==> src/rtl/stk_seq_pkg.sv <==
package stk_seq_pkg;

  typedef enum logic [1:0] {
    ST_IDLE = 2'd0,
    ST_XFER = 2'd1,
    ST_FIN  = 2'd2
  } seq_state_e;

  localparam int unsigned REG_IDX_W = 4;
  localparam logic [REG_IDX_W-1:0] LINK_IDX = 4'd14;
  localparam logic [REG_IDX_W-1:0] PCNT_IDX = 4'd15;

endpackage

==> src/rtl/stk_list_scan.sv <==
module stk_list_scan #(
  parameter int unsigned SLOT_W = 9,
  localparam int unsigned IDX_W = $clog2(SLOT_W),
  localparam int unsigned CNT_W = $clog2(SLOT_W + 1)
) (
  input  logic [SLOT_W-1:0] mask,
  output logic [SLOT_W-1:0] first_oh,
  output logic [IDX_W-1:0]  first_idx,
  output logic [CNT_W-1:0]  count,
  output logic              last
);

  logic [SLOT_W-1:0] below_any;

  assign below_any[0] = 1'b0;
  assign first_oh[0]  = mask[0];

  genvar g;
  generate
    for (g = 1; g < SLOT_W; g++) begin : g_prio
      assign below_any[g] = below_any[g-1] | mask[g-1];
      assign first_oh[g]  = mask[g] & ~below_any[g];
    end
  endgenerate

  always_comb begin
    first_idx = '0;
    count     = '0;
    for (int i = 0; i < SLOT_W; i++) begin
      if (first_oh[i]) first_idx = IDX_W'(i);
      count = count + CNT_W'(mask[i]);
    end
  end

  assign last = (count == CNT_W'(1));

endmodule

==> src/rtl/stk_addr_gen.sv <==
module stk_addr_gen #(
  parameter int unsigned ADDR_W     = 32,
  parameter int unsigned CNT_W      = 4,
  parameter int unsigned WORD_BYTES = 4
) (
  input  logic [ADDR_W-1:0] sp,
  input  logic              is_pop,
  input  logic [CNT_W-1:0]  nwords,
  output logic [ADDR_W-1:0] first_addr,
  output logic [ADDR_W-1:0] end_sp
);

  logic [ADDR_W-1:0] span;

  assign span = ADDR_W'(nwords) * ADDR_W'(WORD_BYTES);

  always_comb begin
    if (is_pop) begin
      first_addr = sp;
      end_sp     = sp + span;
    end else begin
      first_addr = sp - span;
      end_sp     = sp - span;
    end
  end

endmodule

==> src/rtl/stack_xfer_seq.sv <==
module stack_xfer_seq
  import stk_seq_pkg::*;
#(
  parameter int unsigned DATA_W     = 32,
  parameter int unsigned ADDR_W     = 32,
  parameter int unsigned INSTR_W    = 16,
  parameter int unsigned LIST_W     = 8,
  parameter int unsigned POP_BIT    = 11,
  parameter int unsigned FLAG_BIT   = 8,
  parameter int unsigned WORD_BYTES = 4
) (
  input  logic                 clk,
  input  logic                 rst_n,
  input  logic                 start,
  input  logic [INSTR_W-1:0]   instr,
  input  logic [ADDR_W-1:0]    sp_in,
  output logic [ADDR_W-1:0]    sp_out,
  output logic                 sp_we,
  output logic [REG_IDX_W-1:0] rf_raddr,
  input  logic [DATA_W-1:0]    rf_rdata,
  output logic [REG_IDX_W-1:0] rf_waddr,
  output logic [DATA_W-1:0]    rf_wdata,
  output logic                 rf_we,
  output logic                 mem_req,
  output logic                 mem_we,
  output logic [ADDR_W-1:0]    mem_addr,
  output logic [DATA_W-1:0]    mem_wdata,
  input  logic [DATA_W-1:0]    mem_rdata,
  input  logic                 mem_ready,
  output logic                 busy,
  output logic                 done,
  output logic                 flush,
  output logic                 extra_cycle
);

  localparam int unsigned SLOT_W = LIST_W + 1;
  localparam int unsigned IDX_W  = $clog2(SLOT_W);
  localparam int unsigned CNT_W  = $clog2(SLOT_W + 1);

  // state
  seq_state_e        state_q, state_d;
  logic [SLOT_W-1:0] mask_q, mask_d;
  logic              pop_q, pop_d;
  logic              flag_q, flag_d;
  logic              some_q, some_d;
  logic [ADDR_W-1:0] addr_q, addr_d;
  logic [ADDR_W-1:0] end_sp_q, end_sp_d;
  logic              ld_en, step_en;

  // incoming decode
  logic              in_pop, in_flag;
  logic [SLOT_W-1:0] in_mask;
  logic [SLOT_W-1:0] in_first_oh;
  logic [IDX_W-1:0]  in_first_idx;
  logic [CNT_W-1:0]  in_count;
  logic              in_last;
  logic [ADDR_W-1:0] in_first_addr, in_end_sp;

  // current slot
  logic [SLOT_W-1:0] cur_oh;
  logic [IDX_W-1:0]  cur_idx;
  logic [CNT_W-1:0]  cur_count;
  logic              cur_last;
  logic [REG_IDX_W-1:0] cur_reg;
  logic              xfer_ok;

  logic unused_bits;
  assign unused_bits = ^{instr, in_first_oh, in_first_idx, in_last, cur_count};

  assign in_pop  = instr[POP_BIT];
  assign in_flag = instr[FLAG_BIT];
  assign in_mask = {in_flag, instr[LIST_W-1:0]};

  stk_list_scan #(.SLOT_W(SLOT_W)) u_scan_in (
    .mask      (in_mask),
    .first_oh  (in_first_oh),
    .first_idx (in_first_idx),
    .count     (in_count),
    .last      (in_last)
  );

  stk_list_scan #(.SLOT_W(SLOT_W)) u_scan_cur (
    .mask      (mask_q),
    .first_oh  (cur_oh),
    .first_idx (cur_idx),
    .count     (cur_count),
    .last      (cur_last)
  );

  stk_addr_gen #(
    .ADDR_W     (ADDR_W),
    .CNT_W      (CNT_W),
    .WORD_BYTES (WORD_BYTES)
  ) u_agen (
    .sp         (sp_in),
    .is_pop     (in_pop),
    .nwords     (in_count),
    .first_addr (in_first_addr),
    .end_sp     (in_end_sp)
  );

  // slot to register index: low slots map directly, the top slot is LR or PC
  always_comb begin
    if (cur_idx < IDX_W'(LIST_W)) cur_reg = REG_IDX_W'(cur_idx);
    else                          cur_reg = pop_q ? PCNT_IDX : LINK_IDX;
  end

  assign xfer_ok = (state_q == ST_XFER) && mem_ready;

  // next-state logic
  always_comb begin
    state_d  = state_q;
    mask_d   = mask_q;
    pop_d    = pop_q;
    flag_d   = flag_q;
    some_d   = some_q;
    addr_d   = addr_q;
    end_sp_d = end_sp_q;
    ld_en    = 1'b0;
    step_en  = 1'b0;
    unique case (state_q)
      ST_IDLE: begin
        if (start) begin
          ld_en    = 1'b1;
          mask_d   = in_mask;
          pop_d    = in_pop;
          flag_d   = in_flag;
          some_d   = (in_count != '0);
          addr_d   = in_first_addr;
          end_sp_d = in_end_sp;
          state_d  = (in_count != '0) ? ST_XFER : ST_FIN;
        end
      end
      ST_XFER: begin
        if (mem_ready) begin
          step_en = 1'b1;
          mask_d  = mask_q & ~cur_oh;
          addr_d  = addr_q + ADDR_W'(WORD_BYTES);
          if (cur_last) state_d = ST_FIN;
        end
      end
      ST_FIN:  state_d = ST_IDLE;
      default: state_d = ST_IDLE;
    endcase
  end

  // registers
  always_ff @(posedge clk or negedge rst_n) begin
    if (!rst_n) begin
      state_q  <= ST_IDLE;
      mask_q   <= '0;
      pop_q    <= 1'b0;
      flag_q   <= 1'b0;
      some_q   <= 1'b0;
      addr_q   <= '0;
      end_sp_q <= '0;
    end else begin
      state_q <= state_d;
      if (ld_en) begin
        pop_q    <= pop_d;
        flag_q   <= flag_d;
        some_q   <= some_d;
        end_sp_q <= end_sp_d;
      end
      if (ld_en || step_en) begin
        mask_q <= mask_d;
        addr_q <= addr_d;
      end
    end
  end

  // outputs
  assign busy        = (state_q != ST_IDLE);
  assign done        = (state_q == ST_FIN);
  assign sp_we       = done && some_q;
  assign sp_out      = end_sp_q;
  assign flush       = done && pop_q && flag_q;
  assign extra_cycle = done && pop_q;

  assign mem_req   = (state_q == ST_XFER);
  assign mem_we    = !pop_q;
  assign mem_addr  = addr_q;
  assign rf_raddr  = cur_reg;
  assign mem_wdata = rf_rdata;

  assign rf_we    = xfer_ok && pop_q;
  assign rf_waddr = cur_reg;
  always_comb begin
    rf_wdata = mem_rdata;
    if (cur_reg == PCNT_IDX) rf_wdata[0] = 1'b0;
  end

  // assertions
  a_r8_req_stable: assert property (@(posedge clk) disable iff (!rst_n)
    (mem_req && !mem_ready) |=> (mem_req && $stable(mem_addr) && $stable(mem_we)
                                 && $stable(mem_wdata)));

  a_r2_addr_step: assert property (@(posedge clk) disable iff (!rst_n)
    (mem_req && mem_ready && busy && !done && cur_count > CNT_W'(1))
      |=> (mem_req && mem_addr == $past(mem_addr) + ADDR_W'(WORD_BYTES)));

  a_r9_done_pulse: assert property (@(posedge clk) disable iff (!rst_n)
    done |=> !done);

  a_r9_busy_hold: assert property (@(posedge clk) disable iff (!rst_n)
    (busy && !done) |=> busy);

  a_r7_no_idle_req: assert property (@(posedge clk) disable iff (!rst_n)
    !busy |-> (!mem_req && !rf_we && !sp_we));

  a_r3_flush_in_done: assert property (@(posedge clk) disable iff (!rst_n)
    flush |-> (done && extra_cycle));

  a_r3_pc_even: assert property (@(posedge clk) disable iff (!rst_n)
    (rf_we && rf_waddr == PCNT_IDX) |-> !rf_wdata[0]);

  a_r5_link_last: assert property (@(posedge clk) disable iff (!rst_n)
    (mem_req && mem_we && rf_raddr == LINK_IDX && mem_ready) |=> done);

  a_r2_load_on_ready: assert property (@(posedge clk) disable iff (!rst_n)
    rf_we |-> (mem_req && mem_ready && !mem_we));

endmodule

==> config.mk <==
export PLATFORM = sky130hd
export DESIGN_NAME = stack_xfer_seq
export DESIGN_NICKNAME = d
export VERILOG_FILES = /design/src/rtl/stk_seq_pkg.sv /design/src/rtl/stk_list_scan.sv /design/src/rtl/stk_addr_gen.sv /design/src/rtl/stack_xfer_seq.sv
export SDC_FILE = /design/constraint.sdc
export NUM_CORES = 1
export LEC_CHECK = 0
export CAP_MARGIN = 20
export CORE_UTILIZATION = 25
export CTS_CLUSTER_DIAMETER = 80
export DETAILED_ROUTE_END_ITERATION = 12
export DONT_BUFFER_PORTS = 1
export PLACE_DENSITY = 0.35
export REMOVE_ABC_BUFFERS = 1
export SETUP_SLACK_MARGIN = 0.5
export SLEW_MARGIN = 20
export SYNTH_ARGS = -nofsm -noshare
export SYNTH_HDL_FRONTEND = slang
export SYNTH_SLANG_ARGS = --single-unit
==> constraint.sdc <==
create_clock -name clk -period 8.4 [get_ports clk]
set_clock_uncertainty 0.1 [all_clocks]
set_input_delay 0.84 -clock clk [delete_from_list [all_inputs] [get_ports clk]]
set_output_delay 0.84 -clock clk [all_outputs]
set_load 0.005 [all_outputs]
==> flow_metrics.tcl <==
set metrics [dict create \
    wl_per_cell_um 24.7 \
    max-vdd-ir-drop_mv 0.117 \
    dr.pass1.iters 4 \
    tritoncts "built" \
    timing.setup.tns_ns 0 \
    drive_gt1_frac 0.0558 \
    dieArea_um2 26300 \
    synth-edff-count 0 \
    postCtsSetupBuffers 0 \
    wirelength_um 25400 \
    slew_viol_final 0 \
    power_mw 2.22 \
    synthFlopType "dfrtp_1" \
    grt.total_usage 0.195 \
    start_kind "primary input" \
    cap_violations 0 \
    path_class "in -> reg" \
    period_share 0.681 \
    routed_via_density 5.20 \
    path_max_fanout 5 \
    leakagePower_nw 2.57 \
    drt_iter0_drc 365 \
    max_clock_freq_mhz 175 \
    outcome "complete, no violations" \
    antenna_left 0 \
    port_buffers 0 \
    via_count 5352 \
    grt_pass1_wl_um 37200 \
    ys_warn_count 0 \
    ys_seq_area_frac 0.304 \
    slew_headroom 0.323 \
    final_net_count 846 \
    area_growth_syn_to_layout_pct 0.897 \
    ios 260 \
    fin_crit_ns 5.72 \
    syn_inst 790 \
    antenna_found_initial 0 \
    async_flop_share 1.00 \
    cts_buffers 9 \
    synth_seq_cells 78 \
    finalHoldViolCount 0 \
    h-tree-depth 3 \
    syn-cell-area_um2 6410 \
    grt_max_degree 79 \
    arrival_ns 5.85 \
    holdWs_ns 0.0838 \
    antenna_cells 0 \
    min-delay-path-class "in -> async" \
    die_width_um 162 \
    endpoint_kind "flip-flop" \
    powerDensity_nw_per_um2 344 \
    coreArea_um2 25200 \
    cts.clk_slew.worst_paths_ns 0.06 \
    worstSkewPairLatency_ns 0.35 \
    synth_cell_types 67 \
    chipHeight_um 162 \
    core.rowCount 58 \
    ctsHoldBuffers 0 \
    place_congestion 0.821 \
    worstMarginPinSlew_ns 1.01 \
    syn_area_per_cell_um2 8.12 \
    cts.sinks 78 \
    first_global_vias 5277 \
    start_util 0.255 \
    finalSetupViolCount 0 \
    cts_root_buf "clkbuf_16" \
    drc_errors 0 \
    seq_area_um2 1950 \
    post_cts_resized 0 \
    clock_path_buffers 2 \
    rsz0062_at_grt "false" \
    dpl.hpwl_um 19100 \
    crit_required_ns 8.54 \
    multi_input_area_um2 3640 \
    grt-ovfl-total 0 \
    fillers 2728 \
]
-- registers in the layout, summed over array words and instances, names as in the netlist --
name	flops
mask_q	9
mem_addr	32
sp_out	32
pop_q	1
state_q	2
some_q	1
flag_q	1
-- final cells by class --
type                    instances  share of cell area
multi-input cells             561               0.562
inverters                      40              0.0232
clock buffers                   9              0.0348
well taps                     330              0.0638
clock inverters                 7              0.0101
repair buffers                  4             0.00464
flip-flops and latches         78               0.302
-- metal layers --
metal,track usage,vias up,share of wire
met5,0.0909,-,0.0097
met4,0.0386,6,0.0094
met3,0.120,22,0.13
met2,0.262,267,0.40
met1,0.254,2555,0.45
li1,-,2502,-
-- path summary, 6_finish.rpt --
| path | from | to | slack [ns] | cells past startpoint |
|---|---|---|---|---|
| setup / recovery | instr[0] | sp_out[21]$_DFFE_PN0P_ | 2.68 | 15 |
| hold reg to reg | state_q[1]$_DFFE_PN0P_ | state_q[1]$_DFFE_PN0P_ | 0.36 | 1 |
| hold / removal | rst_n | mem_addr[1]$_DFFE_PN0P_ | 0.08 | 0 |
| min in group clk | state_q[1]$_DFFE_PN0P_ | state_q[1]$_DFFE_PN0P_ | 0.36 | 1 |
| setup reg to reg | mask_q[1]$_DFFE_PN0P_ | state_q[1]$_DFFE_PN0P_ | 4.86 | 14 |
| max in group asynchronous | rst_n | sp_out[9]$_DFFE_PN0P_ | 8.00 | 0 |
-- synthesized netlist by cell type (all sizes together), types with 3 or more instances --
cell    count  area [µm²]
nand2     103         387
buf        79         567
dfrtp      78        1950
o21ai      61         305
nor2       45         169
a21oi      41         205
inv        40         150
clkbuf     32         120
nor3       28         140
xnor2      27         236
xor2       27         236
nand3      25         125
ha         24         300
nand4      15        93.8
nor4       14         115
and3       12        75.1
fa         12         240
or3        10        62.6
a31oi       8        50.1
nor2b       8        50.1
o22ai       8        50.1
a221oi      6        52.6
mux2i       6        60.1
or2         6        37.5
and2        5        31.3
or4         5        41.3
o211ai      4        30.0
o32ai       4        42.6
a21o        3        22.5
a22oi       3        22.5
a32oi       3        26.3
and4        3        26.3
mux2        3        33.8
o221ai      3        26.3
o31ai       3        22.5
-- kinds of logic (layout without fill, tap and decap cells) --
| group | after synthesis | count (layout) | synth area share |
|---|---|---|---|
| adders and majority gates | 36 | 36 | 0.0843 |
| muxes | 9 | 9 | 0.0146 |
| buffers and inverters | 151 | 60 | 0.130 |
| xor gates and xnor gates | 54 | 54 | 0.0737 |
| AOI/OAI and AO/OA | 173 | 173 | 0.169 |
| and+or+nand+nor | 289 | 289 | 0.224 |
| DFF | 78 | 78 | 0.304 |
-- per-stage QoR --
| step | instances | util | instance area, µm² | setup WS, ns |
|---|---|---|---|---|
| 5_1_grt | 1029 | 0.257 | 6470 | 2.24 |
| 3_5_place_dp | 1013 | 0.245 | 6180 | 2.32 |
| 4_1_cts | 1029 | 0.257 | 6470 | 2.67 |
| 2_1_floorplan | 679 | - | 5730 | 3.08 |
| 6_report | 1029 | 0.257 | 6470 | 2.68 |
| 3_3_place_gp | 1013 | 0.245 | 6180 | 2.32 |
-- worst max-delay path: stages --
cell and delay, ns:
ha_1 0.25, inv_1 0.04, fa_1 0.50, fa_1 0.44, fa_1 0.50, inv_1 0.05
ha_1 0.20, fa_1 0.66, ha_1 0.32, or2_2 0.32, a2111oi_0 0.83, nor3_1 0.24
a31oi_1 0.30, xnor2_1 0.09, mux2_2 0.26
-- placed cells by master (no fill, tap or decap), types with 5 or more instances in the layout --
cell type,netlist,final
nand4_1,15,15
nor3_1,28,28
mux2i_1,6,6
and2_1,5,5
ha_1,24,24
nand3_1,25,25
fa_1,12,12
a21oi_1,41,41
a221oi_1,6,6
nor4_1,11,10
xor2_1,27,27
nand2_1,103,102
xnor2_1,27,27
dfrtp_1,78,78
or3_1,10,10
a31oi_1,8,8
nor2_1,45,44
o21ai_0,61,61
nor2b_1,8,8
o22ai_1,8,8
inv_1,40,40
clkbuf_16,0,9
or2_2,6,6
and3_1,12,12
-- power by group --
group | internal, mW | total, mW | switching [mW] | leakage, nW
logic | 0.400 | 1.03 | 0.629 | 1.49
registers | 0.559 | 0.794 | 0.235 | 0.939
clock network | 0.228 | 0.403 | 0.174 | 0.141
No activity file was read; power rests on OpenSTA's default activity.
